**src/rtl/keyed_window_wdt.sv**
```systemverilog
`timescale 1ns/1ps
module keyed_window_wdt #(
  parameter int CW = 32,
  parameter logic [CW-1:0] RST_TIMEOUT = CW'(1000),
  parameter logic [15:0] KEY_SVC1 = 16'hA602,
  parameter logic [15:0] KEY_SVC2 = 16'hB480,
  parameter logic [15:0] KEY_ULK1 = 16'hC520,
  parameter logic [15:0] KEY_ULK2 = 16'hD928
) (
  input  logic          clk,
  input  logic          rst_n,
  input  logic          xtal_en,
  input  logic          wr_en,
  input  logic [1:0]    wr_addr,
  input  logic [CW-1:0] wr_data,
  input  logic [1:0]    rd_addr,
  output logic [CW-1:0] rd_data,
  output logic          irq,
  output logic          sys_rst
);
  localparam logic [1:0] A_CTRL = 2'd0, A_TMO = 2'd1, A_WIN = 2'd2, A_SVC = 2'd3;

  logic en, irq_mode, win_en, clk_sel, soft_lock, hard_lock;
  logic irq_flag, svc_armed, ulk_armed;
  logic [CW-1:0] cnt, timeout, window;

  wire tick    = en & (clk_sel ? xtal_en : 1'b1);
  wire svc_wr  = wr_en && wr_addr == A_SVC;
  wire cfg_wr  = wr_en && !soft_lock && !hard_lock;
  wire early   = win_en && (cnt > window);
  wire is_s1   = wr_data == CW'(KEY_SVC1);
  wire is_s2   = wr_data == CW'(KEY_SVC2);
  wire is_u1   = wr_data == CW'(KEY_ULK1);
  wire is_u2   = wr_data == CW'(KEY_ULK2);
  wire svc_ok  = svc_wr && is_s2 && svc_armed && !early;
  wire ulk_ok  = svc_wr && is_u2 && ulk_armed;
  wire fault   = svc_wr && !((is_s1 && !early) || svc_ok || is_u1 || ulk_ok);
  wire tmo_hit = tick && cnt == '0 && !svc_ok;
  wire evt     = en && (fault || tmo_hit);
  wire to_irq  = evt && irq_mode && !irq_flag;

  assign irq = irq_flag;

  always_comb begin
    unique case (rd_addr)
      A_CTRL:  rd_data = CW'({irq_flag, 2'b00, hard_lock, soft_lock, clk_sel, win_en, irq_mode, en});
      A_TMO:   rd_data = timeout;
      A_WIN:   rd_data = window;
      default: rd_data = cnt;
    endcase
  end

  always_ff @(posedge clk or negedge rst_n) begin
    if (!rst_n) begin
      en <= 1'b1; irq_mode <= 1'b0; win_en <= 1'b0; clk_sel <= 1'b0;
      soft_lock <= 1'b0; hard_lock <= 1'b0;
      irq_flag <= 1'b0; svc_armed <= 1'b0; ulk_armed <= 1'b0;
      cnt <= RST_TIMEOUT; timeout <= RST_TIMEOUT; window <= '0;
      sys_rst <= 1'b0;
    end else begin
      sys_rst <= evt && !to_irq;
      if (evt || svc_ok) cnt <= timeout;
      else if (tick)     cnt <= cnt - 1'b1;

      if (to_irq) irq_flag <= 1'b1;
      else if (wr_en && wr_addr == A_CTRL && wr_data[8]) irq_flag <= 1'b0;

      if (svc_wr) begin
        svc_armed <= is_s1 && !early;
        ulk_armed <= is_u1;
      end

      if (ulk_ok) soft_lock <= 1'b0;
      else if (cfg_wr && wr_addr == A_CTRL) begin
        en <= wr_data[0]; irq_mode <= wr_data[1]; win_en <= wr_data[2];
        clk_sel <= wr_data[3]; soft_lock <= wr_data[4]; hard_lock <= wr_data[5];
      end
      if (cfg_wr && wr_addr == A_TMO) timeout <= wr_data;
      if (cfg_wr && wr_addr == A_WIN) window  <= wr_data;
    end
  end


  count_step_chk: assert property (@(posedge clk) disable iff (!rst_n)
    (tick && cnt != '0 && !evt && !svc_ok) |=> cnt == $past(cnt) - 1'b1);

  hold_when_off_chk: assert property (@(posedge clk) disable iff (!rst_n)
    (!en && !svc_ok) |=> (cnt == $past(cnt) && !sys_rst && !$rose(irq_flag)));

  hard_lock_sticky_chk: assert property (@(posedge clk) disable iff (!rst_n)
    hard_lock |=> hard_lock);

  irq_only_in_mode_chk: assert property (@(posedge clk) disable iff (!rst_n)
    $rose(irq_flag) |-> ($past(irq_mode) && !sys_rst));

  rst_needs_enable_chk: assert property (@(posedge clk) disable iff (!rst_n)
    sys_rst |-> ($past(en) && cnt == $past(timeout)));
endmodule

```
**config.mk**
```make
export PLATFORM = sky130hd
export DESIGN_NAME = keyed_window_wdt
export DESIGN_NICKNAME = d
export VERILOG_FILES = /design/src/rtl/keyed_window_wdt.sv
export SDC_FILE = /design/constraint.sdc
export NUM_CORES = 1
export LEC_CHECK = 0
export BUFFER_PORTS_ARGS = -buffer_cell sky130_fd_sc_hd__buf_4
export CAP_MARGIN = 40
export CORE_MARGIN = 3
export CORE_UTILIZATION = 40
export CTS_CLUSTER_SIZE = 14
export DETAILED_ROUTE_END_ITERATION = 7
export GPL_TIMING_DRIVEN = 0
export HOLD_SLACK_MARGIN = 0.1
export PLACE_DENSITY_LB_ADDON = 0.2
export SLEW_MARGIN = 20
export SYNTH_ARGS = -nofsm -noshare
export SYNTH_HDL_FRONTEND = slang
export SYNTH_SLANG_ARGS = --single-unit
```
**constraint.sdc**
```tcl
create_clock -name clk -period 3.02 [get_ports clk]
set_input_delay 0.302 -clock clk [delete_from_list [all_inputs] [get_ports clk]]
set_output_delay 0.302 -clock clk [all_outputs]
set_load 0.05 [all_outputs]
```
# --- Word level (Yosys, flattened, before mapping) ---
# Index checks and enable logic that the tools add are counted.
totals:
  ff_bits: 106
  wordCells: 75
classes:
  n_addsub: 1
  magnitude_cmp: 1
  eq_ne: 9
  muxes: 8
  bitwise: 2
  n_reduce_logical: 41
ops:
  columns: ["cell", "n"]
  rows:
  - ["equality test 32 x 16 -> 1 bit (second input constant)", 4]
  - ["case mux 32 bit (3 select lines)", 1]
  - ["2-to-1 mux 32 bit", 2]
  - ["greater-than comparator 32 bit", 1]
  - ["zero test 32 bit", 1]
  - ["subtractor 32 x 1 -> 32 bit (second input constant)", 1]
  - ["logical AND 1 bit", 22]
  - ["zero test 1 bit", 7]
  - ["equality test 2 bit (second input constant)", 3]
  - ["nonzero test 2 bit", 3]
  - ["logical OR 1 bit", 5]
  - ["2-to-1 mux 1 bit", 5]
  - ["equality test 2 x 1 -> 1 bit (second input constant)", 2]
  - ["zero test 2 bit", 2]
  - ["AND reduction 2 bit", 1]
  - ["AND 1 bit", 1]
  - ["inverter 1 bit", 1]

# --- Longest topological paths before layout ---
logic_depth:
  ltp_word: 16
  ltp_mapped: 10
  depth_no_buf: 9

# --- Worst setup path after synthesis ---
# OpenSTA, ideal clock, no wires.
synth_timing:
  kind: "reg-to-reg"
  from: "register cnt[23]"
  to: "register cnt[0]"
  setup_time_ns: 0.125
  arrival_time_ns: 3.012
  slack_ns: -0.117
  stages_incl_launch_ff: 10
  path_buffers: 1
  synth_period_minus_slack_ns: 3.137
  path_cell_list: "dfrtp_1 -> ha_1 -> nand4_1 -> or4_1 -> o31ai_1 -> a311oi_1 -> or4b_4 -> a22oi_4 -> buf_6 -> mux2_4"
synth_via:
  elab_chain_cells: 13
  elab_cells_between_ends: 19
  cone_classes: "1 x order compare; 1 x mux; 17 x reduce/logical"
synth_lines:
  columns: ["item", "line_no", "rtl"]
  rows:
  - ["start, declared", "25", "logic [CW-1:0] cnt, timeout, window;"]
  - ["start signal, assigned", "62", "if (evt || svc_ok) cnt <= timeout;"]
  - ["start signal, assigned", "63", "else if (tick) cnt <= cnt - 1'b1;"]
  - ["greater-than comparator 32 bit", "30", "wire early = win_en && (cnt > window);"]
  - ["logical AND 1 bit", "30", null]
  - ["zero test 1 bit", "35, 37", null]
  - ["logical AND 1 bit, on equally long branches", "37, 35", null]
  - ["logical OR 1 bit (3 in series)", "37", "wire fault = svc_wr && !((is_s1 && !early) || svc_ok || is_u1 || ulk_ok);"]
  - ["zero test 1 bit", "37", null]
  - ["logical AND 1 bit", "37", null]
  - ["logical OR 1 bit", "39", "wire evt = en && (fault || tmo_hit);"]
  - ["logical AND 1 bit", "39", null]
  - ["logical OR 1 bit (*)", "62", null]
  - ["2-to-1 mux 32 bit / nonzero test 2 bit (equally long branches)", null, null]
# Every way passes the cells marked *; elsewhere a longest branch is shown, timed or not.
# A chain may end at the register's enable or synchronous reset.

# --- Final worst setup path ---
layout_timing:
  from: "register cnt[7]"
  to: "register cnt[10]"
layout_via:
  elab_chain_cells: 13
  elab_cells_between_ends: 21
  cone_classes: "1 x add/sub; 1 x order compare; 2 x mux; 17 x reduce/logical"
layout_lines:
  columns: ["item", "line_no"]
  rows:
  - ["greater-than comparator 32 bit", "30"]
  - ["logical AND 1 bit", "30"]
  - ["zero test 1 bit", "35, 37"]
  - ["logical AND 1 bit, on equally long branches", "37, 35"]
  - ["logical OR 1 bit (3 in series)", "37"]
  - ["zero test 1 bit", "37"]
  - ["logical AND 1 bit", "37"]
  - ["logical OR 1 bit", "39"]
  - ["logical AND 1 bit", "39"]
  - ["logical OR 1 bit", "62"]
  - ["2-to-1 mux 32 bit / nonzero test 2 bit (equally long branches)", null]
# Parallel ways exist; a longest one is shown, timed or not. The select of a mux whose other input is x is not followed.

==> insert_results.sql <==
INSERT INTO impl_metrics (metric_group, metric, value, unit) VALUES
('finish', 'antenna_diode_count', '0', ''),
('sta', 'timing.max_slew.rel_slack', '45.9', '%'),
('route', 'wirelength_routed', '18700', 'um'),
('sta', 'max_slew.worst_pin.slew', '0.811', 'ns'),
('route', 'detail-route-antenna-nets', '0', ''),
('logic_synthesis', 'yosysSeqAreaShare', '41.6', '%'),
('clock_network', 'htreeDepth', '3', ''),
('clock_network', 'clock_latency_of_the_later_clocked_register_in_the_worst_skew_pair', '0.36', 'ns'),
('outcome', 'outcome', 'finished with violations', ''),
('sta', 'count_of_final_setup_violators', '32', ''),
('route', 'drt_drc_violations_left', '0', ''),
('setup_path', 'timing.critical_path.cells', 'ha_4, nand2_1, or4_4, o31ai_4, a31oi_2, or4b_4, a22oi_4, buf_8, clkbuf_16, mux2_4', ''),
('finish', 'final_core_utilization', '53.3', '%'),
('logic_synthesis', 'synthFlopType', 'dfrtp_1', ''),
('worst_hold_path', 'holdPathStages', '3', ''),
('outcome', 'failing_checks', 'setup timing', ''),
('logic_synthesis', 'synth_top_area_share', '36.3', '%'),
('logic_synthesis', 'synth_area', '6410', 'um2'),
('logic_synthesis', 'syn_inst', '582', ''),
('setup_path', 'critical_path.max_stage_delay', '0.61', 'ns'),
('worst_hold_path', 'launch_instance_of_the_worst_min_delay_path', 'wr_data[2]', ''),
('grt', 'grt_start_max_net_pins', '76', ''),
('floorplan', 'die_h', '133', 'um'),
('setup_path', 'r2r-start', 'cnt[7]', ''),
('route', 'drtIter0Drc', '361', ''),
('logic_synthesis', 'synth_enable_flop_cells', '0', ''),
('setup_path', 'cp.arrival', '3.48', 'ns'),
('power_and_ir_drop', 'power-per-cell-area', '908', 'nW/um2'),
('setup_path', 'worst_path_max_delay_cell', 'dfstp_2', ''),
('setup_path', 'worst-endpoint-required', '3.26', 'ns'),
('clock_network', 'cts.root.buffer_cell', 'clkbuf_16', ''),
('floorplan', 'floorplan.io_pins', '74', ''),
('sta', 'layout_setup_ws', '-0.227', 'ns'),
('sta', 'finalCriticalPeriod', '3.25', 'ns'),
('clock_network', 'tritoncts', 'done', ''),
('logic_synthesis', 'postSynth.asyncResetShare', '100', '%'),
('power_and_ir_drop', 'max-vdd-ir-drop', '0.000386', 'V'),
('grt', 'gr-usage-all-layers', '21.7', '%'),
('route', 'post_drt_wl_per_cell', '20.3', 'um'),
('sta', 'report.final.hold_viol_count', '0', ''),
('setup_path', 'worstReg2RegEnd', 'cnt[10]', ''),
('finish', 'mostFrequentLayoutCells', '105 x buf_4, 81 x dfrtp_1, 66 x mux2_2, 59 x nand2_1, 36 x inv_1', ''),
('place', 'detailed_place.area', '7290', 'um2'),
('logic_synthesis', 'synth_top_area_cell', 'dfrtp_1', ''),
('setup_path', 'reg2reg_slack', '-0.23', 'ns'),
('sta', 'maxSlewViolCount', '0', ''),
('setup_path', 'worst-r2r-cell-count', '10', ''),
('logic_synthesis', 'synth_nets', '655', ''),
('route', 'via_per_inst', '5.49', ''),
('clock_network', 'cts-buffers-inserted', '9', ''),
('job', 'max-cap-violations', '0', ''),
('place', 'detailed_placement_wirelength_estimate', '13200', 'um'),
('finish', 'post_route_cells_drive_above_1_share', '41.4', '%'),
('floorplan', 'die-width', '133', 'um'),
('worst_hold_path', 'timing.hold.worst.class', 'input pin to flop', ''),
('finish', 'area_growth_from_synthesis_to_layout', '28.4', '%'),
('floorplan', 'core_area', '15400', 'um2'),
('logic_synthesis', 'post_synth_main_area_contributors', 'dfrtp_1 36%, mux2_2 12%, mux2_4 6.8%', ''),
('clock_network', 'clock_tree.buffer_depth', '2', ''),
('route', 'first_drt_pass_iteration_count', '5', ''),
('clock_network', 'clkTransAtPathRegs', '0.07', 'ns'),
('logic_synthesis', 'synth_cell_types', '56', ''),
('place', 'portBuffers', '72', ''),
('worst_hold_path', 'hold_path_end', 'win_en', ''),
('finish', 'mostFrequentLayoutCell', 'buf_4', ''),
('grt', 'grt_antenna_before_repair', '0', ''),
('route', 'dr_total_vias', '5076', ''),
('logic_synthesis', 'syn-mean-instance-area', '11.0', 'um2'),
('setup_path', 'startpoint_type', 'flop', ''),
('finish', 'total_number_of_nets_in_the_final_design', '781', ''),
('sta', 'clock_skew', '0.0118', 'ns');
==> power by group <==
part	internal, mW	switching [mW]
Clock	0.579	0.542
Sequential	2.02	0.542
Combinational	1.89	1.89
==> layout make-up <==
cell class / count / area (um2)
repair buffers: 115 / 957
clock inverters: 5 / 30.0
multi-input cells: 414 / 3770
clock buffers: 11 / 243
flip-flops and latches: 106 / 2680
plain buffers: 23 / 135
inverters: 39 / 146
well taps: 211 / 264
fillers: 1403 / 7200
==> worst max-delay path by stage <==
stage,start,endpoint,slack [ns],depth (start not counted)
floorplan,cnt[10],cnt[0],-0.02,9
global placement,en,cnt[27],-0.64,7
global route,cnt[7],cnt[10],-0.30,10
CTS,cnt[22],cnt[28],-0.26,10
detailed placement,cnt[10],cnt[4],-0.33,9
finish,cnt[7],cnt[10],-0.23,10
==> routing by layer <==
layer / wire length [um] / GRT usage (%)
met3: 888 / 4.71
met2: 9070 / 35.0
met5: 0 / 0
met4: 207 / 5.08
met1: 8560 / 29.9
==> synthesized netlist by cell type (all sizes together) (2+ instances only) <==
library cell,instances
nor4b,3
xnor2,17
nand2b,2
nor2b,3
buf,4
nand2,59
xor2,14
nor3,10
clkbuf,19
mux4,7
or3,4
nor2,22
nor4,11
or4,10
mux2i,2
o21ai,33
nand3b,4
a31oi,2
dfstp,13
a22o,26
and3,2
mux2,95
a22oi,2
inv,39
dfrtp,93
ha,33
nand3,6
a21oi,18
a21o,2
nand4,9
==> worst max-delay path: cells and delay by family (launching register included) <==
family,cells,cell delay [ns]
buffers and inverters,2,0.35
AO/OA/AOI/OAI,3,0.55
flip-flops,1,0.61
AND/OR/NAND/NOR,3,1.18
adder cells (fa/ha/maj),1,0.15
multiplexers,1,0.29
==> flip-flops by register name (all words and copies together) (netlist names) <==
register and count:
en 1, cnt 32, hard_lock 1, svc_armed 1, clk_sel 1, win_en 1, irq_mode 1, window 32
ulk_armed 1, sys_rst 1, soft_lock 1, irq 1, timeout 32
==> through the flow <==
step	worst slack, ns	setup TNS [ns]	hold WS (ns)	total power, mW	instances
floorplan	-0.0203	-0.457	0.00641	4.77	582
CTS	-0.261	-7.17	0.171	7.13	906
global placement	-0.639	-10.78	0.451	5.54	865
finish	-0.227	-6.31	0.171	7.47	924
detailed placement	-0.335	-9.58	0.207	5.66	867
global route	-0.304	-8.80	0.179	7.98	924
==> repair_timing <==
| item | in CTS | in global routing |
|---|---|---|
| setup endpoints to repair | 32 | 32 |
| endpoints found under the hold margin | 31 | 0 |
| pin swaps | 9 | 14 |
| gates resized for setup | 25 | 24 |
| hold buffers | 1 | 0 |
| gates cloned | 1 | 2 |
| buffers inserted | 21 | 16 |
==> logic make-up after synthesis <==
logic type                 after synthesis  share of synthesized area, %
and+or+nand+nor                        154                          12.8
AOI/OAI and AO/OA                       92                          9.64
adders and majority gates               33                          6.44
DFF                                    106                          41.6
xor gates and xnor gates                31                          4.24
muxes                                  104                          21.2
buffers and inverters                   62                          3.98
No activity file was read; power rests on OpenSTA's default activity.
